### config.mk
export PLATFORM = sky130hd
export DESIGN_NAME = gpio_irq_ctrl
export DESIGN_NICKNAME = d
export VERILOG_FILES = /design/src/rtl/gic_pkg.sv /design/src/rtl/gic_addr_decode.sv /design/src/rtl/gic_pin_sampler.sv /design/src/rtl/gic_group_slice.sv /design/src/rtl/gpio_irq_ctrl.sv
export SDC_FILE = /design/constraint.sdc
export NUM_CORES = 2
export LEC_CHECK = 0
export ABC_AREA = 1
export BUFFER_PORTS_ARGS = -buffer_cell sky130_fd_sc_hd__buf_2
export CAP_MARGIN = 0
export CORE_ASPECT_RATIO = 1.75
export CORE_UTILIZATION = 40
export DETAILED_ROUTE_END_ITERATION = 16
export HOLD_SLACK_MARGIN = 0.12
export PLACE_DENSITY_LB_ADDON = 0.25
export RECOVER_POWER = 100
export SLEW_MARGIN = 0
export SYNTH_ARGS = -nofsm -noshare
export SYNTH_HDL_FRONTEND = slang
export SYNTH_SLANG_ARGS = --single-unit
### constraint.sdc
create_clock -name clk -period 10.1 [get_ports clk]
set_clock_uncertainty 0.2 [all_clocks]
set_input_delay 0.505 -clock clk [delete_from_list [all_inputs] [get_ports clk]]
set_output_delay 0.505 -clock clk [all_outputs]
set_load 0.05 [all_outputs]
### src/rtl/gic_pkg.sv
// Shared constants and event rule for the GPIO interrupt controller.
// Assumes eight pins per group and a four-bit trigger field per pin.
package gic_pkg;
    localparam int PINS_PER_GROUP = 8;
    localparam int FIELD_W        = 4;
    localparam int CTRL_W         = PINS_PER_GROUP * FIELD_W;

    typedef enum logic [FIELD_W-1:0] {
        TRIG_LEVEL_LO = 4'd0,
        TRIG_LEVEL_HI = 4'd1,
        TRIG_FALL     = 4'd2,
        TRIG_RISE     = 4'd3,
        TRIG_ANY_EDGE = 4'd4
    } trig_e;

    // Event rule for one pin, from its trigger code and two successive samples.
    function automatic logic pin_event(input logic [FIELD_W-1:0] kind,
                                       input logic now_s, input logic old_s);
        logic hit;
        case (kind)
            TRIG_LEVEL_LO: hit = ~now_s;
            TRIG_LEVEL_HI: hit = now_s;
            TRIG_FALL:     hit = old_s & ~now_s;
            TRIG_RISE:     hit = ~old_s & now_s;
            TRIG_ANY_EDGE: hit = old_s ^ now_s;
            default:       hit = 1'b0;
        endcase
        return hit;
    endfunction
endpackage

### src/rtl/gic_addr_decode.sv
// Address decoder for the three per-group register arrays (trigger, mask, pending).
// Assumes word-strided groups. An unaligned or out-of-range address hits nothing.
module gic_addr_decode #(
    parameter int ADDR_W     = 12,
    parameter int NUM_GROUPS = 21,
    parameter int CTRL_BASE  = 'h700,
    parameter int MASK_BASE  = 'h900,
    parameter int PEND_BASE  = 'hA00
) (
    input  logic [ADDR_W-1:0]                       addr,
    output logic [2:0]                              hit,
    output logic [2:0][$clog2(NUM_GROUPS)-1:0]      idx
);
    localparam int GIDX_W = $clog2(NUM_GROUPS);

    for (genvar r = 0; r < 3; r++) begin : g_region
        localparam int BASE = (r == 0) ? CTRL_BASE : (r == 1) ? MASK_BASE : PEND_BASE;
        logic [ADDR_W-1:0] off;
        // Offset from the region base, then range and alignment test.
        assign off    = addr - ADDR_W'(BASE);
        assign hit[r] = (addr >= ADDR_W'(BASE)) && (off[1:0] == 2'b00) &&
                        (off[ADDR_W-1:2] < (ADDR_W-2)'(NUM_GROUPS));
        assign idx[r] = off[GIDX_W+1:2];
    end
endmodule

### src/rtl/gic_pin_sampler.sv
// Registers the pin bank twice to get a current and a previous sample.
// Assumes pins are already synchronous. armed_o goes high once both stages hold real data.
module gic_pin_sampler #(
    parameter int WIDTH = 168
) (
    input  logic             clk,
    input  logic             rst_n,
    input  logic [WIDTH-1:0] pins_i,
    output logic [WIDTH-1:0] cur_o,
    output logic [WIDTH-1:0] prev_o,
    output logic             armed_o
);
    logic [1:0] fill;

    // Two-stage sample shift plus the fill tracker.
    always_ff @(posedge clk) begin
        if (!rst_n) begin
            cur_o  <= '0;
            prev_o <= '0;
            fill   <= '0;
        end else begin
            cur_o  <= pins_i;
            prev_o <= cur_o;
            fill   <= {fill[0], 1'b1};
        end
    end

    assign armed_o = fill[1];
endmodule

### src/rtl/gic_group_slice.sv
// State for one group of pins: trigger word, mask byte and pending byte.
// Assumes the write strobes are already decoded for this group. Events beat clears.
module gic_group_slice
    import gic_pkg::*;
(
    input  logic                      clk,
    input  logic                      rst_n,
    input  logic [PINS_PER_GROUP-1:0] cur_i,
    input  logic [PINS_PER_GROUP-1:0] prev_i,
    input  logic                      armed_i,
    input  logic                      wr_ctrl,
    input  logic                      wr_mask,
    input  logic                      wr_pend,
    input  logic [CTRL_W-1:0]         wdata,
    output logic [CTRL_W-1:0]         ctrl_o,
    output logic [PINS_PER_GROUP-1:0] mask_o,
    output logic [PINS_PER_GROUP-1:0] pend_o
);
    logic [PINS_PER_GROUP-1:0] ev;
    logic [PINS_PER_GROUP-1:0] clr;

    for (genvar p = 0; p < PINS_PER_GROUP; p++) begin : g_pin
        // Per-pin event from its own trigger field.
        assign ev[p] = armed_i & pin_event(ctrl_o[p*FIELD_W +: FIELD_W], cur_i[p], prev_i[p]);
    end

    assign clr = wr_pend ? wdata[PINS_PER_GROUP-1:0] : '0;

    // Trigger word: plain write.
    always_ff @(posedge clk) begin
        if (!rst_n)       ctrl_o <= '0;
        else if (wr_ctrl) ctrl_o <= wdata;
    end

    // Mask byte: plain write, resets to all masked.
    always_ff @(posedge clk) begin
        if (!rst_n)       mask_o <= '1;
        else if (wr_mask) mask_o <= wdata[PINS_PER_GROUP-1:0];
    end

    // Pending byte: write-one-to-clear with set priority.
    always_ff @(posedge clk) begin
        if (!rst_n) pend_o <= '0;
        else        pend_o <= (pend_o & ~clr) | ev;
    end
endmodule

### src/rtl/gpio_irq_ctrl.sv
// Top of the GPIO interrupt controller: sampler, decoder, group slices, read mux, interrupt register.
// Assumes one register access per cycle and reads without side effects.
module gpio_irq_ctrl
    import gic_pkg::*;
#(
    parameter int NUM_GROUPS = 21,
    parameter int ADDR_W     = 12,
    parameter int CTRL_BASE  = 'h700,
    parameter int MASK_BASE  = 'h900,
    parameter int PEND_BASE  = 'hA00
) (
    input  logic                                 clk,
    input  logic                                 rst_n,
    input  logic [NUM_GROUPS*PINS_PER_GROUP-1:0] pins_i,
    input  logic                                 reg_en,
    input  logic                                 reg_we,
    input  logic [ADDR_W-1:0]                    reg_addr,
    input  logic [31:0]                          reg_wdata,
    output logic [31:0]                          reg_rdata,
    output logic                                 irq_o
);
    localparam int NPINS  = NUM_GROUPS * PINS_PER_GROUP;
    localparam int GIDX_W = $clog2(NUM_GROUPS);

    logic [NPINS-1:0]             cur_s, prev_s;
    logic                         armed;
    logic [2:0]                   hit;
    logic [2:0][GIDX_W-1:0]       idx;
    logic                         bus_wr;
    logic [NUM_GROUPS*CTRL_W-1:0] ctrl_all;
    logic [NPINS-1:0]             mask_all;
    logic [NPINS-1:0]             pend_all;

    gic_pin_sampler #(.WIDTH(NPINS)) u_sampler (
        .clk(clk), .rst_n(rst_n), .pins_i(pins_i),
        .cur_o(cur_s), .prev_o(prev_s), .armed_o(armed)
    );

    gic_addr_decode #(
        .ADDR_W(ADDR_W), .NUM_GROUPS(NUM_GROUPS),
        .CTRL_BASE(CTRL_BASE), .MASK_BASE(MASK_BASE), .PEND_BASE(PEND_BASE)
    ) u_decode (
        .addr(reg_addr), .hit(hit), .idx(idx)
    );

    assign bus_wr = reg_en & reg_we;

    for (genvar g = 0; g < NUM_GROUPS; g++) begin : g_group
        logic wc, wm, wp;
        assign wc = bus_wr & hit[0] & (idx[0] == GIDX_W'(g));
        assign wm = bus_wr & hit[1] & (idx[1] == GIDX_W'(g));
        assign wp = bus_wr & hit[2] & (idx[2] == GIDX_W'(g));

        gic_group_slice u_slice (
            .clk(clk), .rst_n(rst_n),
            .cur_i(cur_s[g*PINS_PER_GROUP +: PINS_PER_GROUP]),
            .prev_i(prev_s[g*PINS_PER_GROUP +: PINS_PER_GROUP]),
            .armed_i(armed),
            .wr_ctrl(wc), .wr_mask(wm), .wr_pend(wp),
            .wdata(reg_wdata),
            .ctrl_o(ctrl_all[g*CTRL_W +: CTRL_W]),
            .mask_o(mask_all[g*PINS_PER_GROUP +: PINS_PER_GROUP]),
            .pend_o(pend_all[g*PINS_PER_GROUP +: PINS_PER_GROUP])
        );
    end

    // Read mux: selects the addressed word, zero for unmapped addresses.
    always_comb begin
        reg_rdata = '0;
        for (int g = 0; g < NUM_GROUPS; g++) begin
            if (hit[0] && idx[0] == GIDX_W'(g)) reg_rdata = ctrl_all[g*CTRL_W +: CTRL_W];
            if (hit[1] && idx[1] == GIDX_W'(g)) reg_rdata = 32'(mask_all[g*PINS_PER_GROUP +: PINS_PER_GROUP]);
            if (hit[2] && idx[2] == GIDX_W'(g)) reg_rdata = 32'(pend_all[g*PINS_PER_GROUP +: PINS_PER_GROUP]);
        end
    end

    // Combined interrupt: registered OR of unmasked pending bits.
    always_ff @(posedge clk) begin
        if (!rst_n) irq_o <= 1'b0;
        else        irq_o <= |(pend_all & ~mask_all);
    end
endmodule

==> impl_results.md <==
- Synth cell count leaders: inv_1 (1702), nand2_1 (1467), dfxtp_1 (1347)
- Clk sink count: 1347
- Met1 Wirelength: 97.82 mm
- Number of global-route vias before repair: 60250
- Fmax: 0.1165 GHz
- Root buf cell: clkbuf_16
- CP Class: primary input to primary output
- Nets: 9916
- Residual DRC count: 0
- Clock share of power: 45.9%
- Clock insertion delay at the later pin of the skew report: 800 ps
- Sw frac: 25.27%
- Synth Cell Area: 65810 µm²
- Via density: 5.523
- Clock-pin slew on the worst setup and hold paths: 60 ps
- CP max stage cell: clkbuf_1
- Initial antenna violation count: 11
- Status: finished, violations left
- Max Cap Violations: 10
- Initial Utilization: 40.35%
- Setup violators final: 0
- PD cells: 156.6 nW/µm²
- Input/output buffers: 248
- CP startpoint kind: primary input
- Synth async-reset ratio: 0%
- GRT overflow: 0
- Post-layout util: 46.00%
- Die H: 538.6 µm
- Placer Congestion: 0.9951
- Distinct cells, synth: 37
- Avg Inst Size Synth: 7.148 µm²
- Pin count of the biggest net entering global routing: 241
- Pleak: 31.07 nW
- Met2 wire length: 120.3 mm
- # Post-CTS Setup Buffers: 0
- CP Data Arrival Time: 7880 ps
- Htree depth: 4
- Chip Width: 308.6 µm
- Area growth syn-to-layout: 13.99%
- Filler Cell Count: 16580
- Seq pwr share: 47.1%
- Vias: 64320
- Slew HR: -226.1%
- Hold-fix buffers at CTS: 192
- CP dominant cell by count: nand2_1
- TritonRoute pass-1 iters: 6
- Worst hold path class: primary input to flop
- Post-route ant nets: 0
- Routed length on met3: 17.36 mm
- EDFF count, synth: 0
- WL per Instance: 22.48 µm
- Synthesized flop and latch total: 1347
- Comb power frac: 7.0%
- Switching power: 2.970 mW
- I/O pin total: 249
- Setup TNS after final layout: 0 ps
- Die Footprint: 166200 µm²
- Post-synth top flop: dfxtp_1
- TritonCTS clock tree: yes
- First-pass GRT wire length: 380.2 mm
- CP Data Required Time: 9400 ps
- Pint: 8.780 mW
- Rows: 196
- Tmin final: 8585 ps
- TritonCTS buffer count: 143
- Most frequent cell after synthesis: inv_1
- Peak per-stage delay on the critical path: 1080 ps
- Core area: 163100 µm²
- Register area share after synthesis: 40.98%
- Fin. max-slew vios: 587
- Final hold viol count: 0
- CP max FO: 29
- Post-Syn Instances: 9206
- Critical Path Sink Type: primary output
- Post-CTS Resized: 0
- Violated checks: max-capacitance violations, max-slew violations
- RSZ-0062 raised after global routing: false
- DP HPWL: 181.7 mm
- Detailed Route WL: 261.8 mm
- Ys Warns: 0
- Post-Syn Nets: 9761
- Top Layer Used: met5
- Starting DRT DRC Count: 6541
- Slew @ Worst Pin: 4891 ps
- Synth top area cells: dfxtp_1 (41%), o21ai_0 (9.8%), inv_1 (9.7%)
- Max Buffers Root-to-Sink: 4
- Top cell type's share of synthesized area: 40.98%
- GRT Util Overall: 30.52%
- Final period util: 85.00%
- Layout cell share with drive strength beyond 1: 6.068%
- Worst vdd ir: 0.1128 mV
- Area leader, netlist: dfxtp_1
-- logic make-up (layout without fill, tap and decap cells) --
logic type               count (synthesis)  count (layout)  synth area share [%]
other                                    0               9                     0
buffers and inverters                 2200            2453                 12.55
adder cells (fa/ha/maj)                339             339                 6.446
AO/OA/AOI/OAI                         2964            2964                 25.30
AND/OR/NAND/NOR                       2356            2356                 14.72
flip-flops                            1347            1347                 40.98
-- final timing paths --
path | from | end | slack [ps] | cells after the start
max reg2reg | g_group[6].u_slice.pend_o[2]$_SDFF_PN0_ | irq_o$_SDFF_PN0_ | 6980 | 8
max | reg_addr[2] | reg_rdata[3] | 1510 | 43
min reg2reg | u_sampler.fill[0]$_DFF_P_ | u_sampler.fill[1]$_SDFF_PN0_ | 200 | 2
min | pins_i[166] | u_sampler.cur_o[166]$_SDFF_PN0_ | 200 | 4
-- final cells by class --
cell class	count	area, µm²	share of cell area (%)
Antenna cell	9	22.52	0.03002
Clock buffer	192	4066	5.421
Clock inverter	51	564.3	0.7522
Inverter	1713	6435	8.578
Multi-Input combinational cell	5659	30650	40.86
Sequential cell	1347	26970	35.95
Tap cell	2178	2725	3.633
Timing Repair Buffer	497	3583	4.777
-- cells in the final DEF, fill, tap and decap left out, types with 18 or more instances in the layout --
cell type / n
a21oi_1: 1050
buf_2: 221
buf_4: 46
clkbuf_1: 54
clkbuf_16: 146
clkbuf_8: 24
clkinv_2: 25
dfxtp_1: 1346
dlygate4sd3_1: 192
ha_1: 339
inv_1: 1693
nand2_1: 1452
nand2_2: 19
nand3_1: 365
nand4_1: 97
nor2_1: 367
o2111ai_1: 54
o211ai_1: 285
o21ai_0: 1282
o221ai_1: 25
o22ai_1: 72
o41ai_1: 169
or2_2: 18
-- worst max-delay path: cells and delay by family --
kind,cells,cell delay (ps)
buf+inv,5,1940
compound gates,2,880
simple gates,36,4510
-- layer usage --
| layer | vias to the layer above | track usage, % |
|---|---|---|
| met2 | 2691 | 50.02 |
| met4 | 6 | 26.34 |
| li1 | 30600 | - |
| met5 | - | 0 |
| met3 | 827 | 4.343 |
| met1 | 30200 | 34.62 |
-- power groups by stage --
stage	Sequential (mW)	Combinational [mW]	Clock [mW]
after floorplan	5.60	0.433	0
after global placement	5.65	0.721	0
after detailed placement	5.65	0.739	0
after CTS	5.53	0.802	5.46
after global routing	5.54	0.895	5.65
final	5.54	0.819	5.39
-- per-stage QoR --
step                cells  power, mW  instance area [µm²]  setup WS [ps]  hold WS (ps)
finish              11650      11.75                75010           1515         197.3
global route        11640      12.09                74990           1052         206.2
floorplan            9206      6.032                65810           5323         190.5
global placement    11200      6.372                68500           2859         199.1
CTS                 11640      11.80                75050           2825         147.8
detailed placement  11200      6.394                68500           2857         196.0
-- registers in the layout (all words and copies together) (netlist names) --
name and count:
g_group.u_slice.pend_o 168, u_sampler.prev_o 168, g_group.u_slice.ctrl_o 672, u_sampler.fill 2
u_sampler.cur_o 168, irq_o 1, g_group.u_slice.mask_o 168
Note: power is estimated with default switching activity, not from simulation.
